### src/rtl/trap_pkg.sv
`timescale 1ns/1ps
package trap_pkg;

    localparam int unsigned MODE_W = 5;
    localparam int unsigned BIT_T  = 5;
    localparam int unsigned BIT_F  = 6;
    localparam int unsigned BIT_I  = 7;
    localparam int unsigned NUM_EV = 7;

    // priority ranks, 0 is the most urgent
    localparam int unsigned RK_RST  = 0;
    localparam int unsigned RK_DABT = 1;
    localparam int unsigned RK_FIQ  = 2;
    localparam int unsigned RK_IRQ  = 3;
    localparam int unsigned RK_PABT = 4;
    localparam int unsigned RK_UND  = 5;
    localparam int unsigned RK_SWI  = 6;

    typedef enum logic [MODE_W-1:0] {
        MD_USR = 5'h10,
        MD_FIQ = 5'h11,
        MD_IRQ = 5'h12,
        MD_SVC = 5'h13,
        MD_ABT = 5'h17,
        MD_UND = 5'h1B,
        MD_SYS = 5'h1F
    } mode_e;

    typedef enum logic [2:0] {
        SL_RST  = 3'd0,
        SL_UND  = 3'd1,
        SL_SWI  = 3'd2,
        SL_PABT = 3'd3,
        SL_DABT = 3'd4,
        SL_IRQ  = 3'd6,
        SL_FIQ  = 3'd7
    } slot_e;

    typedef enum logic [1:0] {
        ST_IDLE,
        ST_SAVE,
        ST_SWITCH,
        ST_RESTORE
    } seq_state_e;

    function automatic slot_e rank_to_slot(input int unsigned rk);
        case (rk)
            RK_RST:  return SL_RST;
            RK_DABT: return SL_DABT;
            RK_FIQ:  return SL_FIQ;
            RK_IRQ:  return SL_IRQ;
            RK_PABT: return SL_PABT;
            RK_UND:  return SL_UND;
            default: return SL_SWI;
        endcase
    endfunction

    function automatic mode_e slot_to_mode(input slot_e s);
        case (s)
            SL_RST, SL_SWI:   return MD_SVC;
            SL_PABT, SL_DABT: return MD_ABT;
            SL_UND:           return MD_UND;
            SL_IRQ:           return MD_IRQ;
            default:          return MD_FIQ;
        endcase
    endfunction

    function automatic logic slot_sets_f(input slot_e s);
        return (s == SL_RST) || (s == SL_FIQ);
    endfunction

endpackage

### src/rtl/trap_arbiter.sv
`timescale 1ns/1ps
module trap_arbiter #(
    parameter int unsigned N     = 7,
    parameter int unsigned IDX_W = (N > 1) ? $clog2(N) : 1
) (
    input  logic             clk,
    input  logic             rst,
    input  logic [N-1:0]     req,
    output logic [N-1:0]     grant,
    output logic [IDX_W-1:0] idx,
    output logic             any
);

    always_comb begin
        logic found;
        found = 1'b0;
        grant = '0;
        idx   = '0;
        for (int i = 0; i < N; i++) begin
            if (req[i] && !found) begin
                grant[i] = 1'b1;
                idx      = IDX_W'(i);
                found    = 1'b1;
            end
        end
    end

    assign any = |req;

    AST_GRANT_ONEHOT: assert property (@(posedge clk) disable iff (rst)
        $onehot0(grant));
    AST_GRANT_FROM_REQ: assert property (@(posedge clk) disable iff (rst)
        any |-> (|(grant & req)));

endmodule

### src/rtl/trap_vector.sv
`timescale 1ns/1ps
module trap_vector
    import trap_pkg::*;
#(
    parameter int unsigned     XLEN       = 32,
    parameter logic [XLEN-1:0] LOW_BASE   = '0,
    parameter logic [XLEN-1:0] HIGH_BASE  = 32'hFFFF_0000,
    parameter int unsigned     SLOT_BYTES = 16
) (
    input  slot_e           slot,
    input  logic            hivec,
    input  logic [XLEN-1:0] cur_status,
    output mode_e           tgt_mode,
    output logic [XLEN-1:0] new_status,
    output logic [XLEN-1:0] vec_pc
);

    localparam int unsigned SLOT_SH = $clog2(SLOT_BYTES);

    always_comb begin
        tgt_mode   = slot_to_mode(slot);
        new_status = cur_status;
        new_status[MODE_W-1:0] = tgt_mode;
        new_status[BIT_T] = 1'b0;
        new_status[BIT_I] = 1'b1;
        if (slot_sets_f(slot)) begin
            new_status[BIT_F] = 1'b1;
        end
        vec_pc = (hivec ? HIGH_BASE : LOW_BASE) + (XLEN'(slot) << SLOT_SH);
    end

endmodule

### src/rtl/trap_sequencer.sv
`timescale 1ns/1ps
module trap_sequencer
    import trap_pkg::*;
#(
    parameter int unsigned     XLEN       = 32,
    parameter logic [XLEN-1:0] LOW_BASE   = '0,
    parameter logic [XLEN-1:0] HIGH_BASE  = 32'hFFFF_0000,
    parameter int unsigned     SLOT_BYTES = 16
) (
    input  logic            clk,
    input  logic            rst,
    input  logic            hivec,
    input  logic            irq_lvl,
    input  logic            fiq_lvl,
    input  logic            undef_req,
    input  logic            swi_req,
    input  logic            pabt_req,
    input  logic            dabt_req,
    input  logic            ret_req,
    input  logic [XLEN-1:0] cur_status,
    input  logic [XLEN-1:0] ret_addr,
    input  logic [XLEN-1:0] sav_rd_data,
    input  logic [XLEN-1:0] lnk_rd_data,
    output logic            busy,
    output logic [4:0]      bank_mode,
    output logic            sav_we,
    output logic [XLEN-1:0] sav_wdata,
    output logic            lnk_we,
    output logic [XLEN-1:0] lnk_wdata,
    output logic            st_we,
    output logic [XLEN-1:0] st_wdata,
    output logic            pc_we,
    output logic [XLEN-1:0] pc_wdata
);

    localparam int unsigned    N    = NUM_EV;
    localparam int unsigned    RK_W = $clog2(N);
    localparam logic [N-1:0]   LATCHED = ~((N'(1) << RK_IRQ) | (N'(1) << RK_FIQ));
    localparam logic [N-1:0]   RST_PEND = N'(1) << RK_RST;

    seq_state_e      state_q, state_d;
    logic [N-1:0]    pend_q, pend_d, sync_in, live, grant;
    logic [RK_W-1:0] win_idx;
    logic            any_live, take;
    slot_e           sel_q;
    mode_e           tgt_mode;
    logic [XLEN-1:0] entry_status, vec_pc;

    always_comb begin
        sync_in          = '0;
        sync_in[RK_DABT] = dabt_req;
        sync_in[RK_PABT] = pabt_req;
        sync_in[RK_UND]  = undef_req;
        sync_in[RK_SWI]  = swi_req;
        live             = pend_q | sync_in;
        live[RK_IRQ]     = irq_lvl & ~cur_status[BIT_I];
        live[RK_FIQ]     = fiq_lvl & ~cur_status[BIT_F];
    end

    trap_arbiter #(.N(N), .IDX_W(RK_W)) u_arb (
        .clk   (clk),
        .rst   (rst),
        .req   (live),
        .grant (grant),
        .idx   (win_idx),
        .any   (any_live)
    );

    assign take   = (state_q == ST_IDLE) && any_live;
    assign pend_d = (pend_q | sync_in) & LATCHED & ~(take ? grant : '0);

    always_comb begin
        state_d = state_q;
        case (state_q)
            ST_IDLE: begin
                if (take) begin
                    state_d = ST_SAVE;
                end else if (ret_req) begin
                    state_d = ST_RESTORE;
                end
            end
            ST_SAVE:   state_d = ST_SWITCH;
            ST_SWITCH: state_d = ST_IDLE;
            default:   state_d = ST_IDLE;
        endcase
    end

    always_ff @(posedge clk) begin
        if (rst) begin
            state_q <= ST_IDLE;
            pend_q  <= RST_PEND;
            sel_q   <= SL_RST;
        end else begin
            state_q <= state_d;
            pend_q  <= pend_d;
            if (take) begin
                sel_q <= rank_to_slot(int'(win_idx));
            end
        end
    end

    trap_vector #(
        .XLEN       (XLEN),
        .LOW_BASE   (LOW_BASE),
        .HIGH_BASE  (HIGH_BASE),
        .SLOT_BYTES (SLOT_BYTES)
    ) u_vec (
        .slot       (sel_q),
        .hivec      (hivec),
        .cur_status (cur_status),
        .tgt_mode   (tgt_mode),
        .new_status (entry_status),
        .vec_pc     (vec_pc)
    );

    always_comb begin
        busy      = (state_q == ST_SAVE) || (state_q == ST_SWITCH);
        sav_we    = (state_q == ST_SAVE);
        lnk_we    = (state_q == ST_SAVE);
        sav_wdata = cur_status;
        lnk_wdata = ret_addr;
        bank_mode = (state_q == ST_RESTORE) ? cur_status[MODE_W-1:0] : tgt_mode;
        st_we     = (state_q == ST_SWITCH) || (state_q == ST_RESTORE);
        pc_we     = st_we;
        st_wdata  = (state_q == ST_RESTORE) ? sav_rd_data : entry_status;
        pc_wdata  = (state_q == ST_RESTORE) ? lnk_rd_data : vec_pc;
    end

    AST_SAVE_THEN_SWITCH: assert property (@(posedge clk) disable iff (rst)
        sav_we |=> (busy && st_we && pc_we && !sav_we));
    AST_BUSY_ENDS_ON_WRITE: assert property (@(posedge clk) disable iff (rst)
        $fell(busy) |-> $past(st_we));
    AST_SAVED_MATCHES_LIVE: assert property (@(posedge clk) disable iff (rst)
        (busy && st_we) |-> ($past(sav_we) && $past(sav_wdata) == cur_status
                             && $past(bank_mode) == bank_mode));
    AST_ENTRY_MASKS_IRQ: assert property (@(posedge clk) disable iff (rst)
        (busy && st_we) |-> (st_wdata[BIT_I] && !st_wdata[BIT_T]
                             && st_wdata[MODE_W-1:0] == bank_mode));
    AST_VECTOR_ALIGNED: assert property (@(posedge clk) disable iff (rst)
        (busy && pc_we) |-> (pc_wdata[3:0] == 4'h0));
    AST_RESTORE_FROM_IDLE: assert property (@(posedge clk) disable iff (rst)
        (st_we && !busy) |-> !$past(busy));
    AST_QUIET_IN_RESET: assert property (@(posedge clk)
        rst |=> (!busy && !st_we));

endmodule

### config.mk
export PLATFORM = sky130hd
export DESIGN_NAME = trap_sequencer
export DESIGN_NICKNAME = d
export VERILOG_FILES = /design/src/rtl/trap_pkg.sv /design/src/rtl/trap_arbiter.sv /design/src/rtl/trap_vector.sv /design/src/rtl/trap_sequencer.sv
export SDC_FILE = /design/constraint.sdc
export NUM_CORES = 1
export LEC_CHECK = 0
export BUFFER_PORTS_ARGS = -buffer_cell sky130_fd_sc_hd__buf_4
export CORE_AREA = 2 2 108 110
export DETAILED_ROUTE_END_ITERATION = 6
export DIE_AREA = 0 0 110 112
export PLACE_DENSITY = 0.56
export SETUP_SLACK_MARGIN = 0.2
export SLEW_MARGIN = 20
export SYNTH_ARGS = -nofsm -noshare
export SYNTH_HDL_FRONTEND = slang
export SYNTH_HIERARCHICAL = 1
export SYNTH_SLANG_ARGS = --single-unit
### constraint.sdc
create_clock -name clk -period 5.7 [get_ports clk]
set_input_delay 1.71 -clock clk [delete_from_list [all_inputs] [get_ports clk]]
set_output_delay 1.71 -clock clk [all_outputs]
set_load 0.01 [all_outputs]
==> metrics.md, run 1 <==
| Metric | Value |
|---|---|
| Flop2flop setup slack | 3.68 ns |
| Maximum net fanout on the critical path | 3 |
| Final Util | 0.3022 |
| Row count | 39 |
| Register area | 200.2 sq um |
| Slew Viols, Final | 0 |
| Number of global-route vias before repair | 1959 |
| CP startpoint kind | input pin |
| CP most frequent cell | buf_4 |
| Effective utilization at floorplan | 0.2281 |
| Multi-input logic area | 1306 sq um |
| Slew headroom | 0.3732 |
| Critical Path, Cell by Cell | buf_4 -> or3_1 -> mux2_1 -> buf_4 |
| Synth warnings | 6 |
| Setup TNS Final | 0 ns |
| Gpl congestion | 0.7743 |
| Clock Path Buffers | 2 |
| CTS sink count | 10 |
| Post_cts resized | 0 |
| Per-cell routed wire length | 13.93 um |
| Layout cells sized above 1 | 0.5816 |
| Routed WL | 7286 um |
| First-pass GRT wire length | 10340 um |
| VDD IR max | 0.0002112 V |
| Layout Nets | 524 |
| Setup bufs post-CTS | 0 |
| Reg clk slew, reported paths | 0.04 ns |
| Worst-Margin Slew | 0.9401 ns |
| Drt pass-1 iters | 4 |
| Final count of hold timing violations | 0 |
| Final setup violation count | 0 |
| Number of antenna violations at the first check in global routing | 1 |
| Synth Instances | 293 |
| Cell area power density | 137.8 nW/um^2 |
| Synth Cell Area | 2549 sq um |
| CP delay by family, top | simple AND/OR/NAND/NOR gates |
| Via count | 2064 |
| Clock buffer count from CTS | 3 |
| # fillers | 1195 |
| Worst endpoint required time | 3.99 ns |
| RSZ-0062 raised after global routing | false |
| Minimum clock period | 4.325 ns |
| Initial DRC Count | 45 |
| Die height | 112 um |
| CP bufs+invs | 2 |
| Htree depth | 1 |
| FMAX | 0.2312 GHz |
| DRC Markers | 0 |
| Worst path max stage delay | 0.35 ns |
| Antenna diode count | 0 |
| Post-CTS Hold Buffers | 0 |
| Critical Setup Path Class | in2out |
| Skew final | 0.0005503 ns |
| Max-cap violations | 0 |
| Routed Antenna Nets | 0 |
| Die ar. | 12320 sq um |
| Core Region | 11170 sq um |
| CTS root buf | clkbuf_16 |
| GRT Util Overall | 0.1064 |
| Slowest CP cell | or3_1 |
| Crit path DAT | 2.61 ns |
| DP HPWL | 6128 um |
| PortBufs | 209 |
| Status | finished clean |
| Vias per inst | 3.946 |
| Grt ovf | 0 |
| Syn avg cell area | 8.699 sq um |
| CTS tree | built |
| Largest net degree at the start of global routing | 71 |
| Clk_lat worst skew | 0.24 ns |
| Leak pwr | 1.638 nW |
| Io pins | 276 |
| Die Wd | 110 um |
| CP Capture Type | output port |
| Layout area overhead | 32.50% |
| Final period util | 0.7587 |
| Hold WC Path Type | reg2reg |
-- worst paths after layout --
kind / startpoint / end / depth (start not counted)
max: cur_status[6] / st_wdata[6] / 4
min: pend_q[1] / pend_q[1] / 2
max reg2reg: pend_q[1] / sel_q[1] / 6
min reg2reg: pend_q[1] / pend_q[1] / 2
-- registers in the layout, indices dropped and copies added, names as in the netlist --
signal and count:
pend_q 5, sel_q 3, state_q 2
-- area by class of cell --
type	instances	share of cell area
timing repair buffer	209	0.4646
multi-input combinational	148	0.3868
sequential	10	0.05928
tap	143	0.05298
clock buffer	4	0.02631
inverter	9	0.01000
-- tightest hold or removal path: stages (launching register included) --
cell	delay (ns)
dfxtp_1	0.29
nor2_1	0.14
a211oi_2	0.06
-- power by group --
part,internal [mW],switching (mW)
registers,0.0769,0.00984
logic,0.141,0.100
clock network,0.105,0.0321
total,0.323,0.142
-- placed cells by master, fill, tap and decap left out, types with 3 or more instances in the layout --
master and count:
mux2_1 69, clkbuf_16 3, inv_1 9, a211oi_2 4
nand3b_1 3, nor3b_1 3, ha_1 4, dfxtp_1 10
buf_4 209, nand2b_1 7, nor2_1 11, conb_1 17
-- per-stage QoR --
step	power (mW)	instances	area, sq um	hold WS (ns)	setup slack, ns
2_1_floorplan	0.2578	308	2605	0.4851	1.613
3_3_place_gp	0.3303	519	3288	0.5338	1.383
3_5_place_dp	0.3328	519	3288	0.5438	1.369
4_1_cts	0.4731	523	3377	0.5519	1.372
5_1_grt	0.4948	523	3377	0.5688	1.318
6_report	0.4652	523	3377	0.5448	1.375
-- per-layer routing --
layer	track usage	vias up	part of all wire
met1	0.1182	927	0.37
met4	0.02110	2	0.011
li1	-	1006	-
met3	0.03571	13	0.12
met5	0	-	0.0018
met2	0.1939	116	0.50
Power figures use the tool's default switching activity.
==> run 2: changes to the inputs <==
PLACE_DENSITY = 0.59   (was 0.56)
clock period = 3.85 ns   (was 5.7 ns; I/O delays follow)
==> run 2 against run 1 <==
Core utilization up 0.25 points. Die area did not move. Total power rose by 49%. Worst hold slack improved by 0.0028 ns. Non-clock buffer count rose by 2.
==> metrics.md, run 2 (synthesis results as in run 1) <==
| Metric | Value |
|---|---|
| Status | finished clean |
| Setup TNS Final | 0 ns (unchanged) |
| Number of global-route vias before repair | 1968 (+0.46%) |
| CP most frequent cell | buf_4 |
| Routed Antenna Nets | 0 (unchanged) |
| Row count | 39 (unchanged) |
| Worst path max stage delay | 0.37 ns (+0.02 ns) |
| FMAX | 0.3063 GHz |
| Cell area power density | 203.3 nW/um^2 (+48%) |
| Hold WC Path Type | reg2reg |
| Max-cap violations | 0 (unchanged) |
| Final Worst Setup Slack | 0.5849 ns (-0.7904 ns) |
| Final instance area | 3405 sq um (+0.82%) |
| Number of antenna violations at the first check in global routing | 0 (-1) |
| Critical Setup Path Class | in2out |
| PortBufs | 209 (unchanged) |
| Register with the most flip-flops | pend_q |
| Per-cell routed wire length | 13.91 um (-0.15%) |
| Worst R2R End | sel_q[1] |
| Post-Layout Cell Count | 525 (+0.38%) |
| Clk_lat worst skew | 0.24 ns (about the same) |
| Leading cell type in the layout, fill and taps excluded | buf_4 |
| GRT Util Overall | 0.1046 (-0.001835) |
| Htree depth | 1 (unchanged) |
| Reg clk slew, reported paths | 0.04 ns (about the same) |
| Largest net degree at the start of global routing | 43 (-39%) |
| Final period util | 0.8481 |
| Final setup violation count | 0 (unchanged) |
| First-pass GRT wire length | 10170 um (-1.6%) |
| Die Wd | 110 um (unchanged) |
| Layout cells sized above 1 | 0.5838 (+0.002191) |
| Critical Path, Cell by Cell | buf_4 -> or3_1 -> mux2_1 -> buf_4 |
| Hold Path Depth | 2 (unchanged) |
| DRC Markers | 0 (unchanged) |
| Multi-input logic area | 1306 sq um (unchanged) |
| CTS root buf | clkbuf_16 |
| Flop2flop setup slack | 1.83 ns (-1.85 ns) |
| Max reg flops | 5 (unchanged) |
| Die height | 112 um (unchanged) |
| Placement Setup Slack | 0.5857 ns (-0.7829 ns) |
| Worst endpoint required time | 2.69 ns (-1.30 ns) |
| Setup bufs post-CTS | 0 (unchanged) |
| Hold endpoint | pend_q[4] |
| Leak pwr | 1.651 nW (+0.83%) |
| Worst Min Path Start | pend_q[4] |
| Slowest CP cell | or3_1 |
| Gpl congestion | 0.7955 (+2.7%) |
| Clock Path Buffers | 2 (unchanged) |
| CTS tree | built |
| Post-CTS Hold Buffers | 0 (unchanged) |
| Worst-Margin Slew | 0.5989 ns (-0.3413 ns) |
| Die ar. | 12320 sq um (unchanged) |
| Maximum net fanout on the critical path | 3 (unchanged) |
| Register area | 200.2 sq um (unchanged) |
| DP HPWL | 6273 um (+2.4%) |
| Initial DRC Count | 82 (+82%) |
| Minimum clock period | 3.265 ns |
| Core Region | 11170 sq um (unchanged) |
| RSZ-0062 raised after global routing | false |
| Post_cts resized | 0 (unchanged) |
| Layout area overhead | 33.58% |
| CP Capture Type | output port |
| CTS sink count | 10 (unchanged) |
| Effective utilization at floorplan | 0.2281 (unchanged) |
| Final count of hold timing violations | 0 (unchanged) |
| Top flop regs | pend_q x5, sel_q x3, state_q x2 |
| DP Cell Count | 521 (+0.39%) |
| Drt pass-1 iters | 4 (unchanged) |
| Slew headroom | 0.6007 (+0.2275) |
| Crit path DAT | 2.11 ns (-0.50 ns) |
| Slew Viols, Final | 0 (unchanged) |
| Antenna diode count | 0 (unchanged) |
| Clock buffer count from CTS | 3 (unchanged) |
| Vias per inst | 3.960 (+0.34%) |
| Post-DP Area | 3316 sq um (+0.84%) |
| Io pins | 276 (unchanged) |
| Via count | 2079 (+0.73%) |
| VDD IR max | 0.0002837 V (+34%) |
| # fillers | 1182 (-1.1%) |
| Grt ovf | 0 (unchanged) |
| Routed WL | 7303 um (+0.23%) |
| Skew final | 0.002425 ns (+0.001875 ns) |
| Most frequent cells in the layout | buf_4 (210), mux2_1 (69), conb_1 (17) |
| CP startpoint kind | input pin |
| Layout Nets | 526 (+0.38%) |
| FF-to-FF Start | pend_q[1] |
| R2r worst-path depth | 6 (unchanged) |
==> run 2: cell count changes in the layout (fill, tap and decap cells not counted) <==
cell    before  now
buf_12       0    1
buf_4      209  210
==> run 2: per-stage QoR <==
stage	power (mW)	hold WS (ns)	utilization
after floorplan	0.3817	0.4851	-
after global placement	0.4879	0.5347	0.2967
after detailed placement	0.4929	0.5450	0.2967
after CTS	0.7010	0.5539	0.3047
after global routing	0.7337	0.5652	0.3047
final	0.6922	0.5476	0.3047
==> run 2: cell type report <==
type,count,share of cell area
Tap cell,143,0.05255
Timing Repair Buffer,211,0.4689
Inverter,9,0.009923
Multi-Input combinational cell,148,0.3837
Sequential cell,10,0.05880
Clock buffer,4,0.02609
==> run 2: layer usage <==
metal	global-route usage	vias to the layer above	part of all wire
met5	0	-	0
li1	-	1016	-
met3	0.02927	2	0.10
met1	0.1170	942	0.37
met2	0.2000	119	0.52
met4	0.007595	0	0.00027
==> run 2: worst max-delay path, delay by kind of cell <==
| family | cells | cell delay (ns) |
|---|---|---|
| buf+inv | 2 | 0.27 |
| mux | 1 | 0.31 |
| simple gates | 1 | 0.37 |
==> run 2: worst max path at each step <==
| stage | start | to | slack [ns] | depth (start not counted) |
|---|---|---|---|---|
| after floorplan | cur_status[6] | st_wdata[6] | 0.87 | 2 |
| after global placement | cur_status[6] | st_wdata[6] | 0.63 | 4 |
| after detailed placement | cur_status[6] | st_wdata[6] | 0.59 | 4 |
| after CTS | cur_status[6] | st_wdata[6] | 0.58 | 4 |
| after global routing | state_q[0] | st_wdata[2] | 0.54 | 4 |
| final | cur_status[6] | st_wdata[6] | 0.58 | 4 |
==> run 2: power by group <==
part | switching, mW | internal [mW] | leakage, nW
Clock | 0.0488 | 0.156 | 0.0442
Combinational | 0.150 | 0.210 | 1.52
Sequential | 0.0128 | 0.114 | 0.0832
